$ cat config.mk
export PLATFORM = sky130hd
export DESIGN_NAME = emerg_disable_ctrl
export DESIGN_NICKNAME = d
export VERILOG_FILES = /design/src/rtl/odc_pkg.sv /design/src/rtl/odc_sync.sv /design/src/rtl/odc_prescale.sv /design/src/rtl/odc_detect.sv /design/src/rtl/odc_regs.sv /design/src/rtl/emerg_disable_ctrl.sv
export SDC_FILE = /design/constraint.sdc
export NUM_CORES = 1
export LEC_CHECK = 0
export ABC_AREA = 0
export BUFFER_PORTS_ARGS = -buffer_cell sky130_fd_sc_hd__buf_2
export CAP_MARGIN = 20
export CORE_AREA = 3 3 65 67
export CTS_CLUSTER_DIAMETER = 40
export DETAILED_ROUTE_END_ITERATION = 10
export DIE_AREA = 0 0 68 70
export GPL_TIMING_DRIVEN = 0
export PLACE_DENSITY = 0.64
export RECOVER_POWER = 100
export SLEW_MARGIN = 15
export SYNTH_ARGS = -nofsm -noshare
export SYNTH_HDL_FRONTEND = slang
export SYNTH_SLANG_ARGS = --single-unit
$ cat constraint.sdc
create_clock -name clk -period 4.4 [get_ports clk]
set_clock_uncertainty 0.15 [all_clocks]
set_input_delay 0.22 -clock clk [delete_from_list [all_inputs] [get_ports clk]]
set_output_delay 0.22 -clock clk [all_outputs]
set_load 0.1 [all_outputs]
$ cat src/rtl/odc_pkg.sv
package odc_pkg;
  typedef enum logic [1:0] {
    DET_FALL  = 2'b00,
    DET_LOW_A = 2'b01,
    DET_LOW_B = 2'b10,
    DET_LOW_C = 2'b11
  } det_mode_e;

  localparam int REG_W    = 16;
  localparam int FLAG_BIT = 12;
  localparam int HZ_BIT   = 9;
  localparam int IE_BIT   = 8;
endpackage

$ cat src/rtl/odc_sync.sv
module odc_sync #(
  parameter int STAGES = 2
) (
  input  logic clk,
  input  logic rst_n,
  input  logic din,
  output logic dout
);
  logic [STAGES-1:0] chain;

  generate
    for (genvar s = 0; s < STAGES; s++) begin : g_stage
      always_ff @(posedge clk or negedge rst_n) begin
        if (!rst_n) chain[s] <= 1'b1;
        else if (s == 0) chain[s] <= din;
        else chain[s] <= chain[(s == 0) ? 0 : s-1];
      end
    end
  endgenerate

  assign dout = chain[STAGES-1];
endmodule

$ cat src/rtl/odc_prescale.sv
module odc_prescale #(
  parameter int DIV_LOG_1 = 3,
  parameter int DIV_LOG_2 = 4,
  parameter int DIV_LOG_3 = 7
) (
  input  logic       clk,
  input  logic       rst_n,
  output logic [3:0] strobe
);
  function automatic int log_of(input int idx);
    case (idx)
      1:       return DIV_LOG_1;
      2:       return DIV_LOG_2;
      default: return DIV_LOG_3;
    endcase
  endfunction

  localparam int MAX12 = (DIV_LOG_1 > DIV_LOG_2) ? DIV_LOG_1 : DIV_LOG_2;
  localparam int CNT_W = (MAX12 > DIV_LOG_3) ? MAX12 : DIV_LOG_3;

  logic [CNT_W-1:0] cnt;

  always_ff @(posedge clk or negedge rst_n) begin
    if (!rst_n) cnt <= '0;
    else cnt <= cnt + 1'b1;
  end

  assign strobe[0] = 1'b0;

  generate
    for (genvar g = 1; g < 4; g++) begin : g_strobe
      assign strobe[g] = &cnt[log_of(g)-1:0];
    end
  endgenerate
endmodule

$ cat src/rtl/odc_detect.sv
module odc_detect
  import odc_pkg::*;
#(
  parameter int LOW_RUN = 16
) (
  input  logic      clk,
  input  logic      rst_n,
  input  logic      pin_s,
  input  det_mode_e mode,
  input  logic      strobe_sel,
  output logic      set_evt,
  output logic      high_seen
);
  localparam int RUN_W = $clog2(LOW_RUN + 1);

  logic             prev;
  logic [RUN_W-1:0] run;
  logic             level;
  logic             fall;
  logic             low_hit;

  assign level   = (mode != DET_FALL);
  assign fall    = prev & ~pin_s;
  assign low_hit = level & strobe_sel & ~pin_s & (run == RUN_W'(LOW_RUN - 1));
  assign set_evt = level ? low_hit : fall;

  always_ff @(posedge clk or negedge rst_n) begin
    if (!rst_n) prev <= 1'b1;
    else prev <= pin_s;
  end

  always_ff @(posedge clk or negedge rst_n) begin
    if (!rst_n) run <= '0;
    else if (!level) run <= '0;
    else if (strobe_sel) begin
      if (pin_s) run <= '0;
      else if (run != RUN_W'(LOW_RUN)) run <= run + 1'b1;
    end
  end

  always_ff @(posedge clk or negedge rst_n) begin
    if (!rst_n) high_seen <= 1'b0;
    else if (set_evt) high_seen <= 1'b0;
    else if (level && strobe_sel && pin_s) high_seen <= 1'b1;
  end
endmodule

$ cat src/rtl/odc_regs.sv
module odc_regs
  import odc_pkg::*;
#(
  parameter int ADDR_W   = 2,
  parameter int REG_ADDR = 0
) (
  input  logic              clk,
  input  logic              rst_n,
  input  logic              bus_rd,
  input  logic              bus_wr,
  input  logic [ADDR_W-1:0] bus_addr,
  input  logic [REG_W-1:0]  bus_wdata,
  input  logic              set_evt,
  input  logic              high_seen,
  output logic [REG_W-1:0]  bus_rdata,
  output det_mode_e         mode,
  output logic              flag,
  output logic              hz_en,
  output logic              irq_en
);
  logic hit, rd_hit, wr_hit, armed, clear_ok;
  logic unused_wdata;

  assign hit      = (bus_addr == ADDR_W'(REG_ADDR));
  assign rd_hit   = bus_rd & hit;
  assign wr_hit   = bus_wr & hit;
  assign clear_ok = wr_hit & ~bus_wdata[FLAG_BIT] & armed & flag &
                    ((mode == DET_FALL) | high_seen);
  assign unused_wdata = ^{bus_wdata[15:13], bus_wdata[11:10], bus_wdata[7:2]};

  always_ff @(posedge clk or negedge rst_n) begin
    if (!rst_n) begin
      hz_en  <= 1'b0;
      irq_en <= 1'b0;
      mode   <= DET_FALL;
    end else if (wr_hit) begin
      hz_en  <= bus_wdata[HZ_BIT];
      irq_en <= bus_wdata[IE_BIT];
      mode   <= det_mode_e'(bus_wdata[1:0]);
    end
  end

  always_ff @(posedge clk or negedge rst_n) begin
    if (!rst_n) flag <= 1'b0;
    else if (set_evt) flag <= 1'b1;
    else if (clear_ok) flag <= 1'b0;
  end

  always_ff @(posedge clk or negedge rst_n) begin
    if (!rst_n) armed <= 1'b0;
    else if (set_evt || clear_ok) armed <= 1'b0;
    else if (rd_hit && flag) armed <= 1'b1;
  end

  always_comb begin
    bus_rdata = '0;
    if (rd_hit) begin
      bus_rdata[FLAG_BIT] = flag;
      bus_rdata[HZ_BIT]   = hz_en;
      bus_rdata[IE_BIT]   = irq_en;
      bus_rdata[1:0]      = mode;
    end
  end

  assert_set_from_event_R11: assert property (@(posedge clk) disable iff (!rst_n)
    $rose(flag) |-> $past(set_evt));
  assert_clear_needs_read_R6: assert property (@(posedge clk) disable iff (!rst_n)
    $fell(flag) |-> $past(armed && wr_hit && !bus_wdata[FLAG_BIT]));
  assert_level_clear_high_R7: assert property (@(posedge clk) disable iff (!rst_n)
    ($fell(flag) && $past(mode) != DET_FALL) |-> $past(high_seen));
  assert_set_wins_R8: assert property (@(posedge clk) disable iff (!rst_n)
    $past(set_evt) |-> flag);
endmodule

$ cat src/rtl/emerg_disable_ctrl.sv
module emerg_disable_ctrl
  import odc_pkg::*;
#(
  parameter int ADDR_W      = 2,
  parameter int REG_ADDR    = 0,
  parameter int SYNC_STAGES = 2,
  parameter int DIV_LOG_1   = 3,
  parameter int DIV_LOG_2   = 4,
  parameter int DIV_LOG_3   = 7,
  parameter int LOW_RUN     = 16
) (
  input  logic              clk,
  input  logic              rst_n,
  input  logic              pin_n,
  input  logic              bus_rd,
  input  logic              bus_wr,
  input  logic [ADDR_W-1:0] bus_addr,
  input  logic [15:0]       bus_wdata,
  output logic [15:0]       bus_rdata,
  output logic              hiz_req,
  output logic              irq_req
);
  logic      pin_s;
  logic [3:0] strobe;
  det_mode_e mode;
  logic      set_evt, high_seen, flag, hz_en, irq_en;

  odc_sync #(.STAGES(SYNC_STAGES)) u_sync (
    .clk(clk), .rst_n(rst_n), .din(pin_n), .dout(pin_s)
  );

  odc_prescale #(
    .DIV_LOG_1(DIV_LOG_1), .DIV_LOG_2(DIV_LOG_2), .DIV_LOG_3(DIV_LOG_3)
  ) u_presc (
    .clk(clk), .rst_n(rst_n), .strobe(strobe)
  );

  odc_detect #(.LOW_RUN(LOW_RUN)) u_det (
    .clk(clk), .rst_n(rst_n), .pin_s(pin_s), .mode(mode),
    .strobe_sel(strobe[mode]), .set_evt(set_evt), .high_seen(high_seen)
  );

  odc_regs #(.ADDR_W(ADDR_W), .REG_ADDR(REG_ADDR)) u_regs (
    .clk(clk), .rst_n(rst_n), .bus_rd(bus_rd), .bus_wr(bus_wr),
    .bus_addr(bus_addr), .bus_wdata(bus_wdata), .set_evt(set_evt),
    .high_seen(high_seen), .bus_rdata(bus_rdata), .mode(mode),
    .flag(flag), .hz_en(hz_en), .irq_en(irq_en)
  );

  assign hiz_req = flag & hz_en;
  assign irq_req = flag & irq_en;
endmodule

==> flow_summary.ini <==
[run_status]
status = finished clean

[synth]
synthCells = 113
syn_area_mm2 = 0.00119
synth_top_family_by_area = simple AND/OR/NAND/NOR gates
synth_xor_area_frac = 0.0293
syn_avg_cell_area_um2 = 10.6
synth-simple-area-share = 0.184
synth_edf_count = 0
synth-adder-area-share = 0.0524
synth.mux.area_fraction = 0.0461
ys_seq_area_frac = 0.464
synth-compound-area-share = 0.120
ys_ff_latch = 22
synthDistinctLibCells = 37
synth_warnings = 0
async_reset_ff_frac = 1.00
synth_flop_cell = dfrtp_1

[die]
coreArea_mm2 = 0.00369
die_h_um = 70
start_util = 0.324
die_w_um = 68
die-area_mm2 = 0.00476
rows = 22
ios = 41

[timing]
relSlewSlack = 0.217
hold_viol_final = 0
period_needed_ns = 2.17
tightest_slew_ns = 1.18
min_period_over_period = 0.493
final.setup.tns_ns = 0
fmax_mhz = 461
drv_slew = 0
rsz0062_at_grt = false
setup_viol = 0

[setup_path]
r2r_setup_slack_ns = 2.50
crit_path_start_kind = register
reg2reg_depth = 7
arrival_ns = 1.80
cp_top_family = buffers and inverters
path_buf_inv = 1
r2r_start = u_det.run[0]
reg2reg_to = u_regs.armed
critPathSlowestCell = clkbuf_1
required_ns = 4.03
crit_path_max_incr_delay_ns = 0.85
crit_chain = and2_2 -> clkbuf_1
cp-end-kind = output pin
cp_max_fo = 9
critPathKind = register to output pin

[place]
port_buffers = 18
placed_area_mm2 = 0.00138
dp_hpwl_mm = 1.74
routabilityCongestion = 0.882

[routing]
ant_nets = 0
drtIter0Drc = 12
num_vias = 874
via_per_inst = 4.48
drc = 0
wl_mm = 2.18
drt_pass1_iterations = 4
wl_per_cell_um = 11.2

[hold_path]
min_from = bus_wdata[0]
hold_path_end = u_regs.mode[0]
min_path_cells = 2
hp-class = input pin to register

[final_layout]
n_antenna_cell = 0
design_area_mm2 = 0.00146
drive_above_1_share = 0.252
nFillCells = 376
syn2layout_area_growth_pct = 22.4
fin_nets = 176

[pwr]
p_leak_nw = 0.693
powerDensity_mw_per_mm2 = 391
vdd_drop_max_v = 0.000163

[global_routing]
grt_max_degree = 23
antenna_found_initial = 0
grt_pass1_vias = 887
track_usage = 0.101
overflow = 0
grt_pass1_wl_mm = 3.78

[cts]
cts_buffer_depth = 2
cts.repair.resized = 0
clk_latency_ns = 0.26
htreeDepth = 1
postCtsSetupRepairBufs = 0
ctsRootBufferMaster = clkbuf_8
cts_tree = built
clkTransAtPathRegs_ns = 0.08
cts_sinks = 22
cts_made_buffers = 3
cts_hold_buf = 2

[run]
max-cap-violations = 0
==> layout by cell type (no fill, tap or decap), types with 2 or more instances in the layout <==
master and n:
xnor2_1 3, clkbuf_8 3, nor3b_1 2, clkbuf_1 8
conb_1 11, dfrtp_1 19, and2_1 6, o31ai_1 2
a21oi_1 3, ha_1 5, buf_4 12, dfstp_2 2
dlygate4sd3_1 2, a211o_1 4, mux2_2 4, o21ai_0 3
nor3_1 2, nand3b_1 3, inv_1 5, buf_2 10
and3_1 2, nor2_1 5, nand3_1 8, nand2_1 4
==> cell usage after synthesis, types with 2 or more instances <==
cell,number,area share
dfrtp_1,19,0.40
buf_4,12,0.075
nand3_1,8,0.034
and2_1,6,0.031
ha_1,5,0.052
inv_1,5,0.016
nor2_1,5,0.016
a211o_1,4,0.029
mux2_2,4,0.038
nand2_1,4,0.013
a21oi_1,3,0.013
dfstp_2,3,0.066
nand3b_1,3,0.019
o21ai_0,3,0.013
xnor2_1,3,0.022
and3_1,2,0.010
nor3_1,2,0.0084
nor3b_1,2,0.013
o31ai_1,2,0.013
==> per-layer routing <==
| layer | GRT usage | share of wire | up-vias | routed length (um) |
|---|---|---|---|---|
| met3 | 0.0193 | 0.034 | 2 | 74 |
| met2 | 0.186 | 0.53 | 15 | 1160 |
| li1 | - | - | 440 | - |
| met5 | 0 | 0 | - | 0 |
| met4 | 0.0331 | 0.0041 | 0 | 9 |
| met1 | 0.110 | 0.43 | 417 | 928 |
==> sequential cells by signal, summed over array words and instances, names as in the netlist <==
name	flops
u_det.run	5
u_regs.flag	1
u_sync.chain	1
u_presc.cnt	7
u_regs.hz_en	1
u_sync.dout	1
u_det.prev	1
u_regs.armed	1
u_regs.mode	2
u_regs.irq_en	1
u_det.high_seen	1
==> power breakdown <==
part	internal [mW]	total, mW	leakage [nW]	switching [mW]
Sequential	0.218	0.232	0.265	0.0139
Combinational	0.0371	0.154	0.391	0.117
Clock	0.121	0.185	0.0357	0.0639
Total	0.377	0.571	0.693	0.194
==> metrics by stage <==
step | setup slack [ns] | util | instances | total power [mW] | hold WS [ns]
floorplan | 2.64 | - | 123 | 0.366 | -0.226
global placement | 2.54 | 0.375 | 189 | 0.388 | 0.0490
detailed placement | 2.50 | 0.375 | 189 | 0.392 | 0.0524
CTS | 2.49 | 0.400 | 195 | 0.579 | 0.0351
global route | 2.12 | 0.397 | 195 | 0.597 | 0.0331
finish | 2.23 | 0.397 | 195 | 0.571 | 0.0402
==> worst max path at each step <==
stage,from,endpoint,slack [ns],depth (start not counted)
finish,u_regs.mode[1],bus_rdata[1],2.23,2
global route,bus_addr[1],bus_rdata[12],2.12,4
CTS,u_det.run[0],u_regs.armed,2.49,7
detailed placement,u_det.run[0],u_regs.armed,2.50,7
global placement,u_det.run[0],u_regs.armed,2.54,7
floorplan,bus_addr[1],u_regs.armed,2.64,3
==> kinds of logic after synthesis <==
logic type / count (synthesis)
flip-flops: 22
XOR/XNOR: 4
other: 1
AND/OR/NAND/NOR: 38
buffers and inverters: 18
AO/OA/AOI/OAI: 20
multiplexers: 5
adder cells (fa/ha/maj): 5
==> layout make-up <==
| cell class | count | area [um^2] | share of cell area |
|---|---|---|---|
| plain buffers | 13 | 101 | 0.0693 |
| clock buffers | 3 | 41.3 | 0.0282 |
| clock inverters | 1 | 30.0 | 0.0205 |
| inverters | 5 | 18.8 | 0.0128 |
| multi-input cells | 83 | 557 | 0.381 |
| flip-flops and latches | 22 | 554 | 0.379 |
| well taps | 48 | 60.1 | 0.0411 |
| repair buffers | 20 | 100 | 0.0684 |
(Power assumes the default switching activity.)
